File: src/rtl/sinc4_pkg.sv
package sinc4_pkg;

  // Strobes from control to datapath, one cycle each
  typedef struct packed {
    logic clr;   // zero all filter state
    logic step;  // accept the current modulator bit
    logic dump;  // decimation instant: advance the differentiators
    logic emit;  // publish the scaled result
  } sinc4_strobe_t;

endpackage

File: src/rtl/sinc4_ctrl.sv
module sinc4_ctrl
  import sinc4_pkg::*;
#(
  parameter int DECIM = 2048
) (
  input  logic          clk,
  input  logic          rstN,
  input  logic          sampleEn,
  input  logic          modeCont,
  input  logic          startPulse,
  output sinc4_strobe_t strobe
);

  localparam int LOG2 = $clog2(DECIM);
  localparam logic [LOG2-1:0] LAST_IDX = LOG2'(DECIM - 1);
  localparam logic [2:0] SETTLED = 3'd4;

  logic            running;
  logic            modeReg;
  logic [LOG2-1:0] sampleCnt;
  logic [2:0]      periodCnt;
  logic            accept;
  logic            lastSample;
  logic            finish;

  always_comb begin
    accept      = running && sampleEn && !startPulse;
    lastSample  = accept && (sampleCnt == LAST_IDX);
    strobe.step = accept;
    strobe.dump = lastSample;
    strobe.emit = lastSample && (periodCnt >= 3'd3);
    finish      = strobe.emit && !modeReg;
    strobe.clr  = startPulse || finish;
  end

  always_ff @(posedge clk or negedge rstN) begin
    if (!rstN) begin
      running   <= 1'b0;
      modeReg   <= 1'b0;
      sampleCnt <= '0;
      periodCnt <= '0;
    end else if (startPulse) begin
      running   <= 1'b1;
      modeReg   <= modeCont;
      sampleCnt <= '0;
      periodCnt <= '0;
    end else begin
      if (accept) sampleCnt <= sampleCnt + 1'b1;
      if (lastSample && periodCnt != SETTLED) periodCnt <= periodCnt + 3'd1;
      if (finish) running <= 1'b0;
    end
  end

  AST_SINGLE_STOPS: assert property (@(posedge clk) disable iff (!rstN)
    (strobe.emit && !modeReg && !startPulse) |=> !running);
  AST_START_ARMS: assert property (@(posedge clk) disable iff (!rstN)
    startPulse |=> (running && sampleCnt == '0 && periodCnt == '0));
  AST_MODE_HELD: assert property (@(posedge clk) disable iff (!rstN)
    (running && !startPulse) |=> $stable(modeReg));

endmodule

File: src/rtl/sinc4_datapath.sv
module sinc4_datapath
  import sinc4_pkg::*;
#(
  parameter int DECIM = 2048
) (
  input  logic          clk,
  input  logic          rstN,
  input  sinc4_strobe_t strobe,
  input  logic          modBit,
  output logic [15:0]   resultWord,
  output logic          validOut
);

  localparam int LOG2   = $clog2(DECIM);
  localparam int W      = 4 * LOG2 + 2;
  localparam int SHIFT  = 4 * LOG2 - 15;
  localparam int STAGES = 4;

  typedef logic signed [W-1:0] acc_t;

  acc_t integ   [STAGES];
  acc_t combDly [STAGES];
  acc_t sVal;
  acc_t i0n, i1n, i2n, i3n;
  acc_t c1, c2, c3, c4;
  acc_t combIn  [STAGES];
  acc_t scaled;
  logic [15:0] satVal;

  // Integrator cascade, all four stages in one cycle
  always_comb begin
    sVal = modBit ? acc_t'(1) : acc_t'(-1);
    i0n  = integ[0] + sVal;
    i1n  = integ[1] + i0n;
    i2n  = integ[2] + i1n;
    i3n  = integ[3] + i2n;
  end

  // Differentiator cascade on the decimated value
  always_comb begin
    c1 = i3n - combDly[0];
    c2 = c1  - combDly[1];
    c3 = c2  - combDly[2];
    c4 = c3  - combDly[3];
    combIn[0] = i3n;
    combIn[1] = c1;
    combIn[2] = c2;
    combIn[3] = c3;
  end

  // Scale and clamp
  always_comb begin
    scaled = c4 >>> SHIFT;
    if (scaled > acc_t'(32767))       satVal = 16'h7FFF;
    else if (scaled < acc_t'(-32768)) satVal = 16'h8000;
    else                              satVal = scaled[15:0];
  end

  always_ff @(posedge clk or negedge rstN) begin
    if (!rstN) begin
      for (int k = 0; k < STAGES; k++) begin
        integ[k]   <= '0;
        combDly[k] <= '0;
      end
    end else if (strobe.clr) begin
      for (int k = 0; k < STAGES; k++) begin
        integ[k]   <= '0;
        combDly[k] <= '0;
      end
    end else if (strobe.step) begin
      integ[0] <= i0n;
      integ[1] <= i1n;
      integ[2] <= i2n;
      integ[3] <= i3n;
      if (strobe.dump) begin
        for (int k = 0; k < STAGES; k++) combDly[k] <= combIn[k];
      end
    end
  end

  always_ff @(posedge clk or negedge rstN) begin
    if (!rstN) begin
      resultWord <= '0;
      validOut   <= 1'b0;
    end else begin
      validOut <= strobe.emit;
      if (strobe.emit) resultWord <= satVal;
    end
  end

  AST_CLEAR_STATE: assert property (@(posedge clk) disable iff (!rstN)
    strobe.clr |=> (integ[0] == '0 && integ[3] == '0 && combDly[0] == '0 && combDly[3] == '0));
  AST_IDLE_HOLD: assert property (@(posedge clk) disable iff (!rstN)
    (!strobe.step && !strobe.clr) |=> $stable(integ[3]));
  AST_VALID_PULSE: assert property (@(posedge clk) disable iff (!rstN)
    validOut |=> !validOut);
  AST_RESULT_HOLD: assert property (@(posedge clk) disable iff (!rstN)
    !strobe.emit |=> $stable(resultWord));

endmodule

File: src/rtl/sinc4_decimator.sv
module sinc4_decimator
  import sinc4_pkg::*;
#(
  parameter int DECIM = 2048
) (
  input  logic        clk,
  input  logic        rstN,
  input  logic        sampleEn,
  input  logic        modBit,
  input  logic        modeCont,
  input  logic        startPulse,
  output logic [15:0] resultWord,
  output logic        validOut
);

  sinc4_strobe_t strobe;

  sinc4_ctrl #(.DECIM(DECIM)) u_ctrl (
    .clk        (clk),
    .rstN       (rstN),
    .sampleEn   (sampleEn),
    .modeCont   (modeCont),
    .startPulse (startPulse),
    .strobe     (strobe)
  );

  sinc4_datapath #(.DECIM(DECIM)) u_dp (
    .clk        (clk),
    .rstN       (rstN),
    .strobe     (strobe),
    .modBit     (modBit),
    .resultWord (resultWord),
    .validOut   (validOut)
  );

endmodule

File: config.mk
export PLATFORM = sky130hd
export DESIGN_NAME = sinc4_decimator
export DESIGN_NICKNAME = d
export VERILOG_FILES = /design/src/rtl/sinc4_pkg.sv /design/src/rtl/sinc4_ctrl.sv /design/src/rtl/sinc4_datapath.sv /design/src/rtl/sinc4_decimator.sv
export SDC_FILE = /design/constraint.sdc
export NUM_CORES = 1
export LEC_CHECK = 0
export BUFFER_PORTS_ARGS = -buffer_cell sky130_fd_sc_hd__buf_4
export CORE_ASPECT_RATIO = 1.5
export CORE_MARGIN = 5
export CORE_UTILIZATION = 63
export DETAILED_ROUTE_END_ITERATION = 10
export GPL_TIMING_DRIVEN = 0
export PLACE_DENSITY = 0.79
export SLEW_MARGIN = 20
export SYNTH_ARGS = -nofsm -noshare
export SYNTH_HDL_FRONTEND = slang
export SYNTH_SLANG_ARGS = --single-unit
export TNS_END_PERCENT = 1
File: constraint.sdc
create_clock -name clk -period 16.15 [get_ports clk]
set_input_delay 0.8075 -clock clk [delete_from_list [all_inputs] [get_ports clk]]
set_output_delay 0.8075 -clock clk [all_outputs]
set_load 0.05 [all_outputs]
Word level (Yosys, flattened, before mapping). Index checks and enable logic that the tools add are counted. Widths: inputs -> output; s select.

Bits in registers: 401. Word-level logic and storage cells: 58.

Add/subtract/negate cells: 10. Order comparisons: 3. Equality and inequality tests: 2. Mux-type cells: 14. Reduce and logical (&&, ||, !) cells: 15.

Operators by type and width (count): $mux 184 (5); $add 46x46->46 (4); $sub 46x46->46 (4); $mux 46 (1); $mux 16 (2); $mux 11 (2); $gt 17x16->1 const B (1); $lt 17x16->1 const B (1); $add 11x1->11 const B (1); $eq 11x11->1 const B (1); $reduce_bool 2->1 (5); $logic_and 1x1->1 (6); $mux 3 (2); $add 3x1->3 const B (1); $ge 3x2->1 const B (1); $ne 3x3->1 const B (1); $logic_not 1->1 (2); $mux 1 (2); $reduce_and 2->1 (1); $logic_or 1x1->1 (1).

Logic depth before layout (Yosys ltp). Gate-level depths: netlist of the first run.

Word-level depth: 12. Gate-level depth with buffers: 77. Depth with buffers taken out: 76.

Cells and area by module. From an unflattened synthesis of the first run, not the netlist that was laid out.

Cells, all modules: 3772. Area, all modules: 33308.2 um^2.

By module, submodules not included: sinc4_datapath (instances 1, cells each 3679, area an instance 32423.6 um^2, seq. area each 9634.2 um^2); sinc4_ctrl (instances 1, cells each 93, area an instance 884.6 um^2, seq. area each 400.4 um^2).

Worst setup path before layout of the first run. OpenSTA, ideal clock, no wires.

Path type: input-to-reg. Start point: input modBit. End point: register u_dp.resultWord[6]. Setup time: 126 ps. Arrival: 15120 ps. Slack: 904 ps. Stages: 70. Path through: inv_1 > ha_1 > a21o_1 > a21oi_1 > o21bai_1 > a31o_2 > a21oi_1 > o21ai_0 > xnor2_1 > ha_1 > a21o_1 > a31oi_1 > nand3b_1 > o21ai_2 > xnor2_1 > ha_1 > nand2_1 > or3_1 > [34 not listed] > nor4_1 > a2111oi_0 > a21o_1 > a21oi_1 > o21ai_0 > o21ai_0 > xor2_1 > ha_1 > a21oi_1 > o21bai_1 > a21o_1 > a21o_1 > a21o_1 > a31oi_1 > xnor2_1 > xnor3_2 > buf_6 > a221o_1.

Cells in the longest elaborated chain, start to end: 12.

Ends and longest elaborated chain: start: declaration (line sinc4_decimator.sv:9) `input logic modBit,`; $mux 46 (*) (line sinc4_datapath.sv:32) `sVal = modBit ? acc_t'(1) : acc_t'(-1);`; $add 46x46->46 (*) (line sinc4_datapath.sv:33) `i0n = integ[0] + sVal;`; $add 46x46->46 (*) (line sinc4_datapath.sv:34) `i1n = integ[1] + i0n;`; $add 46x46->46 (*) (line sinc4_datapath.sv:35) `i2n = integ[2] + i1n;`; $add 46x46->46 (*) (line sinc4_datapath.sv:36) `i3n = integ[3] + i2n;`; $sub 46x46->46 (*) (line sinc4_datapath.sv:41) `c1 = i3n - combDly[0];`; $sub 46x46->46 (*) (line sinc4_datapath.sv:42) `c2 = c1 - combDly[1];`; $sub 46x46->46 (*) (line sinc4_datapath.sv:43) `c3 = c2 - combDly[2];`; $sub 46x46->46 (*) (line sinc4_datapath.sv:44) `c4 = c3 - combDly[3];`; $lt 17x16->1 (line sinc4_datapath.sv:55) `else if (scaled < acc_t'(-32768)) satVal = 16'h8000;`; $mux 16 (line sinc4_datapath.sv:55); $mux 16 (*) (line sinc4_datapath.sv:54) `if (scaled > acc_t'(32767)) satVal = 16'h7FFF;`; end signal: assignment (line sinc4_datapath.sv:87) `if (strobe.emit) resultWord <= satVal;`; end: declaration (line sinc4_datapath.sv:10) `output logic [15:0] resultWord,`.

Mark *: on every way between the ends. The rest lies on a longest branch, timed or not. A chain may end at the register's enable or synchronous reset.

Worst setup path in the final report of the first run. Same ends and word-level chain as after synthesis.

==> impl_metrics.py, run 1 <==
metrics = {
    "worst_setup_path": {
        "cp_slowest_cell": "or3b_2",
        "cp-end-kind": "register",
        "path_max_fanout": 11,
        "r2r-start": "u_dp.integ[138]",
        "reg2regPathDepth": 67,
        "r2r_slack_ps": 630,
        "worst-setup-path-type": "primary input to register",
        "critPathRequiredTime_ps": 16590,
        "crit_top_cell": "a21o_1",
        "start_kind": "primary input",
        "crit_path_max_incr_delay_ps": 520,
        "cp.arrival_ps": 16030,
        "worstReg2RegEnd": "u_dp.resultWord[6]",
    },
    "floorplanning": {
        "fp.dieW_um": 195,
        "pin_count": 23,
        "coreArea_um2": 51300,
        "initial_core_util_pct": 63.2,
        "rows": 102,
        "dieArea_um2": 56200,
        "die-height_um": 288,
    },
    "final_layout": {
        "final_common_cell": "dfrtp_1",
        "final_cell_area_um2": 35900,
        "final_cell_mix": "401 x dfrtp_1, 366 x ha_1, 334 x a22o_1",
        "area_delta_synth_final_pct": 10.7,
        "antennaDiodeCount": 0,
        "nets": 4088,
        "drive_gt1_share_pct": 6.95,
    },
    "outcome": {
        "outcome": "finished clean",
    },
    "global_routing": {
        "grt_pass1_wl_um": 136000,
        "grt_max_degree": 81,
        "grt_pass1_vias": 27900,
        "antenna_found_initial": 0,
        "globalRouteTotalUtil_pct": 29.4,
        "gr-total-overflow": 0,
    },
    "timing": {
        "finalHoldViolations": 0,
        "setup_viol_count_final": 0,
        "worstMarginPinSlew_ps": 1190,
        "drv_slew": 0,
        "finClkSkew_ps": 22.8,
        "slew_headroom_pct": 20.4,
        "tns_ps": 0,
        "fmax_mhz": 64.1,
        "period_needed_ps": 15590,
        "finalCritPeriodShare_pct": 96.6,
    },
    "placed_design": {
        "hpwl_um": 66800,
        "gp_congestion": 0.986,
        "place_area_um2": 33600,
        "io_buffers": 22,
    },
    "cts": {
        "cts.sinks": 401,
        "path_clk_slew_ps": 60,
        "htree_levels": 2,
        "clk_path_buf_depth": 3,
        "cts_buffers": 43,
        "root_buffer": "clkbuf_16",
        "ctsHoldBuffers": 0,
        "cts_tree": "built",
        "clkLatencyLatePin_ps": 570,
    },
    "logic_synthesis": {
        "syn_area_um2": 32400,
        "synth.distinct_cells": 81,
        "synth.top_cells.by_area": "dfrtp_1 31%, ha_1 15%, a22o_1 9.0%, xnor2_1 5.6%, a21o_1 4.8%",
        "syn-mean-instance-area_um2": 9.01,
        "yosysSeqAreaShare_pct": 30.9,
        "synth-edff-count": 0,
        "syn_inst": 3602,
        "synthArstFlopShare_pct": 100,
        "ys_ff_latch": 401,
        "yosysTopAreaCellShare_pct": 30.9,
        "synthFlopType": "dfrtp_1",
        "synth_nets": 3993,
        "synth_top_cell_by_area": "dfrtp_1",
        "yosysWarnings": 0,
    },
    "routing": {
        "wirelength_um": 85700,
        "drc": 0,
        "dr.pass1.iters": 5,
        "via_per_inst": 6.23,
        "vias": 27400,
        "drtIter0Drc": 1199,
        "wl_per_cell_um": 19.5,
        "antenna_left": 0,
    },
    "flow_run": {
        "drv_cap": 0,
    },
    "worst_hold_path": {
        "hp-class": "primary input to asynchronous set/reset pin",
    },
}
==> critical path: cells and delay by family <==
kind	cells	cell delay, ps
AO/OA/AOI/OAI	34	6650
AND/OR/NAND/NOR	15	3470
adder cells (fa/ha/maj)	8	2780
XOR/XNOR	8	1690
buffers and inverters	4	620
==> synth_stat cells (6+ instances only) <==
| cell type | count |
|---|---|
| nand2_1 | 205 |
| a41oi_1 | 10 |
| dfrtp_1 | 401 |
| fa_1 | 7 |
| a211oi_1 | 25 |
| inv_1 | 276 |
| and4_1 | 14 |
| o21ai_1 | 21 |
| o21a_1 | 39 |
| o31ai_1 | 10 |
| or3_1 | 12 |
| a211o_1 | 6 |
| nor2_1 | 178 |
| nand4_1 | 43 |
| o211ai_1 | 22 |
| a2111oi_0 | 8 |
| a31o_2 | 11 |
| and2_1 | 21 |
| a221oi_1 | 8 |
| mux2i_1 | 7 |
| a22o_1 | 334 |
| o2111ai_1 | 6 |
| ha_1 | 378 |
| clkbuf_1 | 111 |
| nor3b_1 | 6 |
| a31oi_1 | 32 |
| a21boi_0 | 16 |
| xor2_1 | 105 |
| o21ai_0 | 184 |
| nor2b_1 | 44 |
| a21o_1 | 209 |
| or2_2 | 13 |
| nor3_1 | 38 |
| and3_1 | 40 |
| nand2b_1 | 48 |
| xnor2_1 | 206 |
| o21bai_1 | 48 |
| a21oi_1 | 309 |
| o31a_1 | 7 |
| nand3_1 | 55 |
| nor4_1 | 6 |
| a221o_1 | 12 |
==> stage by stage <==
| step | utilization [%] | instances | hold WS [ps] | setup slack [ps] |
|---|---|---|---|---|
| 2_1_floorplan | - | 3602 | 450 | 904 |
| 3_5_place_dp | 65.5 | 4306 | 475 | -2060 |
| 3_3_place_gp | 65.2 | 4300 | 462 | -3150 |
| 6_report | 70.0 | 4405 | 158 | 556 |
| 4_1_cts | 68.6 | 4384 | 189 | 12.3 |
| 5_1_grt | 70.0 | 4405 | 205 | -152 |
==> area by class of cell <==
type	instances	area, um^2
multi-input combinational	2806	21500
fill	4048	15400
sequential	401	10000
clock buffer	62	1250
inverter	277	1040
tap	676	846
timing repair buffer	54	526
buffer	114	454
clock inverter	15	235
==> cell families after synthesis <==
group / synth area share (%)
muxes: 0.251
buffers and inverters: 4.65
adders and majority gates: 15.0
AOI/OAI and AO/OA: 29.3
xor gates and xnor gates: 8.76
DFF: 30.9
and+or+nand+nor: 11.1
==> state kept, by name, summed over array words and instances, names as in the netlist <==
register	cells
u_ctrl.periodCnt	3
u_dp.integ	184
u_ctrl.modeReg	1
u_ctrl.running	1
u_dp.resultWord	16
u_dp.combDly	184
u_dp.validOut	1
u_ctrl.sampleCnt	11
==> worst max path at each step <==
| stage | from | slack (ps) | depth (start not counted) | to |
|---|---|---|---|---|
| 2_1_floorplan | modBit | 900 | 70 | u_dp.resultWord[6] |
| 3_3_place_gp | modBit | -3150 | 70 | u_dp.resultWord[1] |
| 3_5_place_dp | modBit | -2060 | 71 | u_dp.resultWord[1] |
| 4_1_cts | modBit | 10 | 72 | u_dp.resultWord[6] |
| 5_1_grt | modBit | -150 | 75 | u_dp.resultWord[6] |
| 6_report | modBit | 560 | 69 | u_dp.resultWord[6] |
==> routing by layer <==
metal | GRT usage (%) | vias up | wire (um)
met3 | 2.67 | 279 | 2450
met2 | 54.1 | 613 | 43800
li1 | - | 13400 | -
met5 | 0 | - | 0
met1 | 30.6 | 13100 | 31700
met4 | 22.6 | 0 | 7750
==> repair_timing <==
item                                    in CTS  in global routing
pin swaps                                    3                 28
setup buffers                                2                 24
gates resized for setup                     20                109
endpoints found under the setup margin      16                 16
Power of run 1 is left out: the tool's default activity adds up to more than one toggle a clock period on the data nets, which glitch-free logic cannot reach.
==> run 2: changes to the inputs <==
Settings changed: SYNTH_HIERARCHICAL set to 1.
==> run 2 against run 1 <==
Critical path depth increased by 7. Routed wire length decreased by 5.0%. First-iteration DRC count decreased by 3.4%. Highest routed layer unchanged.
==> impl_metrics.py, run 2 <==
metrics = {
    "outcome": {
        "outcome": "finished clean",
    },
    "floorplanning": {
        "rows": 103,
        "pin_count": 23,
        "die-height_um": 292,
        "coreArea_um2": 52600,
        "dieArea_um2": 57700,
        "fp.dieW_um": 198,
        "initial_core_util_pct": 63.3,
    },
    "cts": {
        "path_clk_slew_ps": 60,
        "cts.sinks": 401,
        "clkLatencyLatePin_ps": 600,
        "htree_levels": 2,
        "clk_path_buf_depth": 3,
        "root_buffer": "clkbuf_16",
        "cts_tree": "built",
        "cts_buffers": 43,
    },
    "final_layout": {
        "utilization_pct": 69.3,
        "reg_top3": "u_dp/combDly (184), u_dp/integ (184), u_dp/resultWord (16)",
        "area_delta_synth_final_pct": 9.38,
        "drive_gt1_share_pct": 5.65,
        "nets": 4255,
        "antennaDiodeCount": 0,
        "final_common_cell": "dfrtp_1",
        "layout.cells.non_filler": 4578,
        "final_cell_mix": "401 x dfrtp_1, 373 x ha_1, 345 x nor2_1",
    },
    "routing": {
        "via_per_inst": 6.10,
        "antenna_left": 0,
        "wirelength_um": 81400,
        "dr.pass1.iters": 6,
        "drtIter0Drc": 1158,
        "vias": 27900,
        "wl_per_cell_um": 17.8,
        "drc": 0,
    },
    "logic_synthesis": {
        "ys_ff_latch": 401,
        "syn-mean-instance-area_um2": 8.83,
        "synth_top_cell_by_area": "dfrtp_1",
        "yosysSeqAreaShare_pct": 30.1,
        "synth_nets": 4162,
        "yosysTopAreaCellShare_pct": 30.1,
        "yosysWarnings": 6,
        "synthTopCellsByCount": "401 x dfrtp_1, 377 x ha_1, 345 x nor2_1, 314 x a21oi_1, 296 x inv_1",
        "synth_most_common_cell": "dfrtp_1",
        "synth-edff-count": 0,
        "syn_area_um2": 33300,
        "synthArstFlopShare_pct": 100,
        "synth.distinct_cells": 91,
        "syn_inst": 3772,
        "synthFlopType": "dfrtp_1",
        "synth.top_cells.by_area": "dfrtp_1 30%, ha_1 14%, xnor2_1 5.4%, a22o_1 4.8%, a21oi_1 4.7%",
    },
    "worst_setup_path": {
        "path_max_fanout": 35,
        "crit_path_max_incr_delay_ps": 390,
        "critPathRequiredTime_ps": 16630,
        "crit_top_cell": "a21oi_1",
        "cp-end-kind": "register",
        "cp.arrival_ps": 15700,
        "cp_slowest_cell": "ha_2",
        "worst-setup-path-type": "primary input to register",
        "start_kind": "primary input",
    },
    "global_routing": {
        "grt_pass1_vias": 28500,
        "globalRouteTotalUtil_pct": 27.7,
        "grt_max_degree": 96,
        "antenna_found_initial": 0,
        "grt_pass1_wl_um": 134000,
        "gr-total-overflow": 0,
    },
    "placed_design": {
        "io_buffers": 22,
        "place_inst": 4481,
        "hpwl_um": 62800,
        "gp_congestion": 0.945,
    },
    "timing": {
        "drv_slew": 0,
        "finalCritPeriodShare_pct": 94.3,
        "worstMarginPinSlew_ps": 1240,
        "hold_slack_ps": 164,
        "finClkSkew_ps": 30.4,
        "setup_viol_count_final": 0,
        "slew_headroom_pct": 17.6,
        "finalHoldViolations": 0,
        "tns_ps": 0,
        "period_needed_ps": 15220,
        "fmax_mhz": 65.7,
    },
    "flow_run": {
        "drv_cap": 0,
    },
    "worst_hold_path": {
        "hp-class": "primary input to asynchronous set/reset pin",
    },
}
run 2: worst paths after layout:
check / from / endpoint / slack [ps] / cells after the start
worst max-delay path: modBit / u_dp/resultWord[12] / 930 / 76
worst min register to register: u_dp/combDly[145] / u_dp/combDly[145] / 480 / 2
min in group clk: modeCont / u_ctrl/modeReg / 460 / 2
max in group asynchronous: rstN / u_dp/integ[43] / 14310 / 4
worst max register to register: u_dp/integ[138] / u_dp/resultWord[12] / 1150 / 73
worst min-delay path: rstN / u_dp/combDly[3] / 160 / 1
run 2: layer usage:
metal / GRT usage [%] / up-vias / part of all wire [%]
met2: 53.5 / 543 / 54
li1: - / 13800 / -
met5: 0 / - / 0
met4: 13.2 / 0 / 4.9
met1: 29.4 / 13300 / 38
met3: 2.93 / 237 / 3.0
run 2: critical path: cells and delay by family:
kind / cells / cell delay [ps]
fa+ha+maj: 8 / 2740
buf+inv: 6 / 950
compound gates: 40 / 7500
simple gates: 14 / 1940
xor+xnor: 8 / 1730
run 2: kinds of logic after synthesis:
kind of cell / count (synthesis) / share of synthesized area, %
multiplexers: 149 / 4.48
AO/OA/AOI/OAI: 1232 / 25.2
flip-flops: 401 / 30.1
adder cells (fa/ha/maj): 384 / 14.6
buffers and inverters: 422 / 4.83
AND/OR/NAND/NOR: 872 / 12.4
XOR/XNOR: 312 / 8.36
run 2: timing repair:
action,in CTS,in global routing
resized for setup,12,63
setup buffers,0,22
pin swaps,1,28
hold endpoints to repair,0,0
endpoints found under the setup margin,16,17
hold buffers,0,0
run 2: per-stage QoR:
stage | worst slack [ps] | area (um^2)
4_1_cts | 21.9 | 36000
3_3_place_gp | -2490 | 34300
6_report | 925 | 36400
3_5_place_dp | -1730 | 34500
2_1_floorplan | 646 | 33300
5_1_grt | -198 | 36400
run 2: cell type report:
| class | instances | area [um^2] |
|---|---|---|
| Timing Repair Buffer | 49 | 468 |
| Fill cell | 4240 | 16100 |
| Clock inverter | 11 | 148 |
| Inverter | 297 | 1110 |
| Sequential cell | 401 | 10000 |
| Buffer | 124 | 493 |
| Tap cell | 682 | 853 |
| Multi-Input combinational cell | 2949 | 22000 |
| Clock buffer | 65 | 1300 |
Power of run 2 is left out for the same reason.
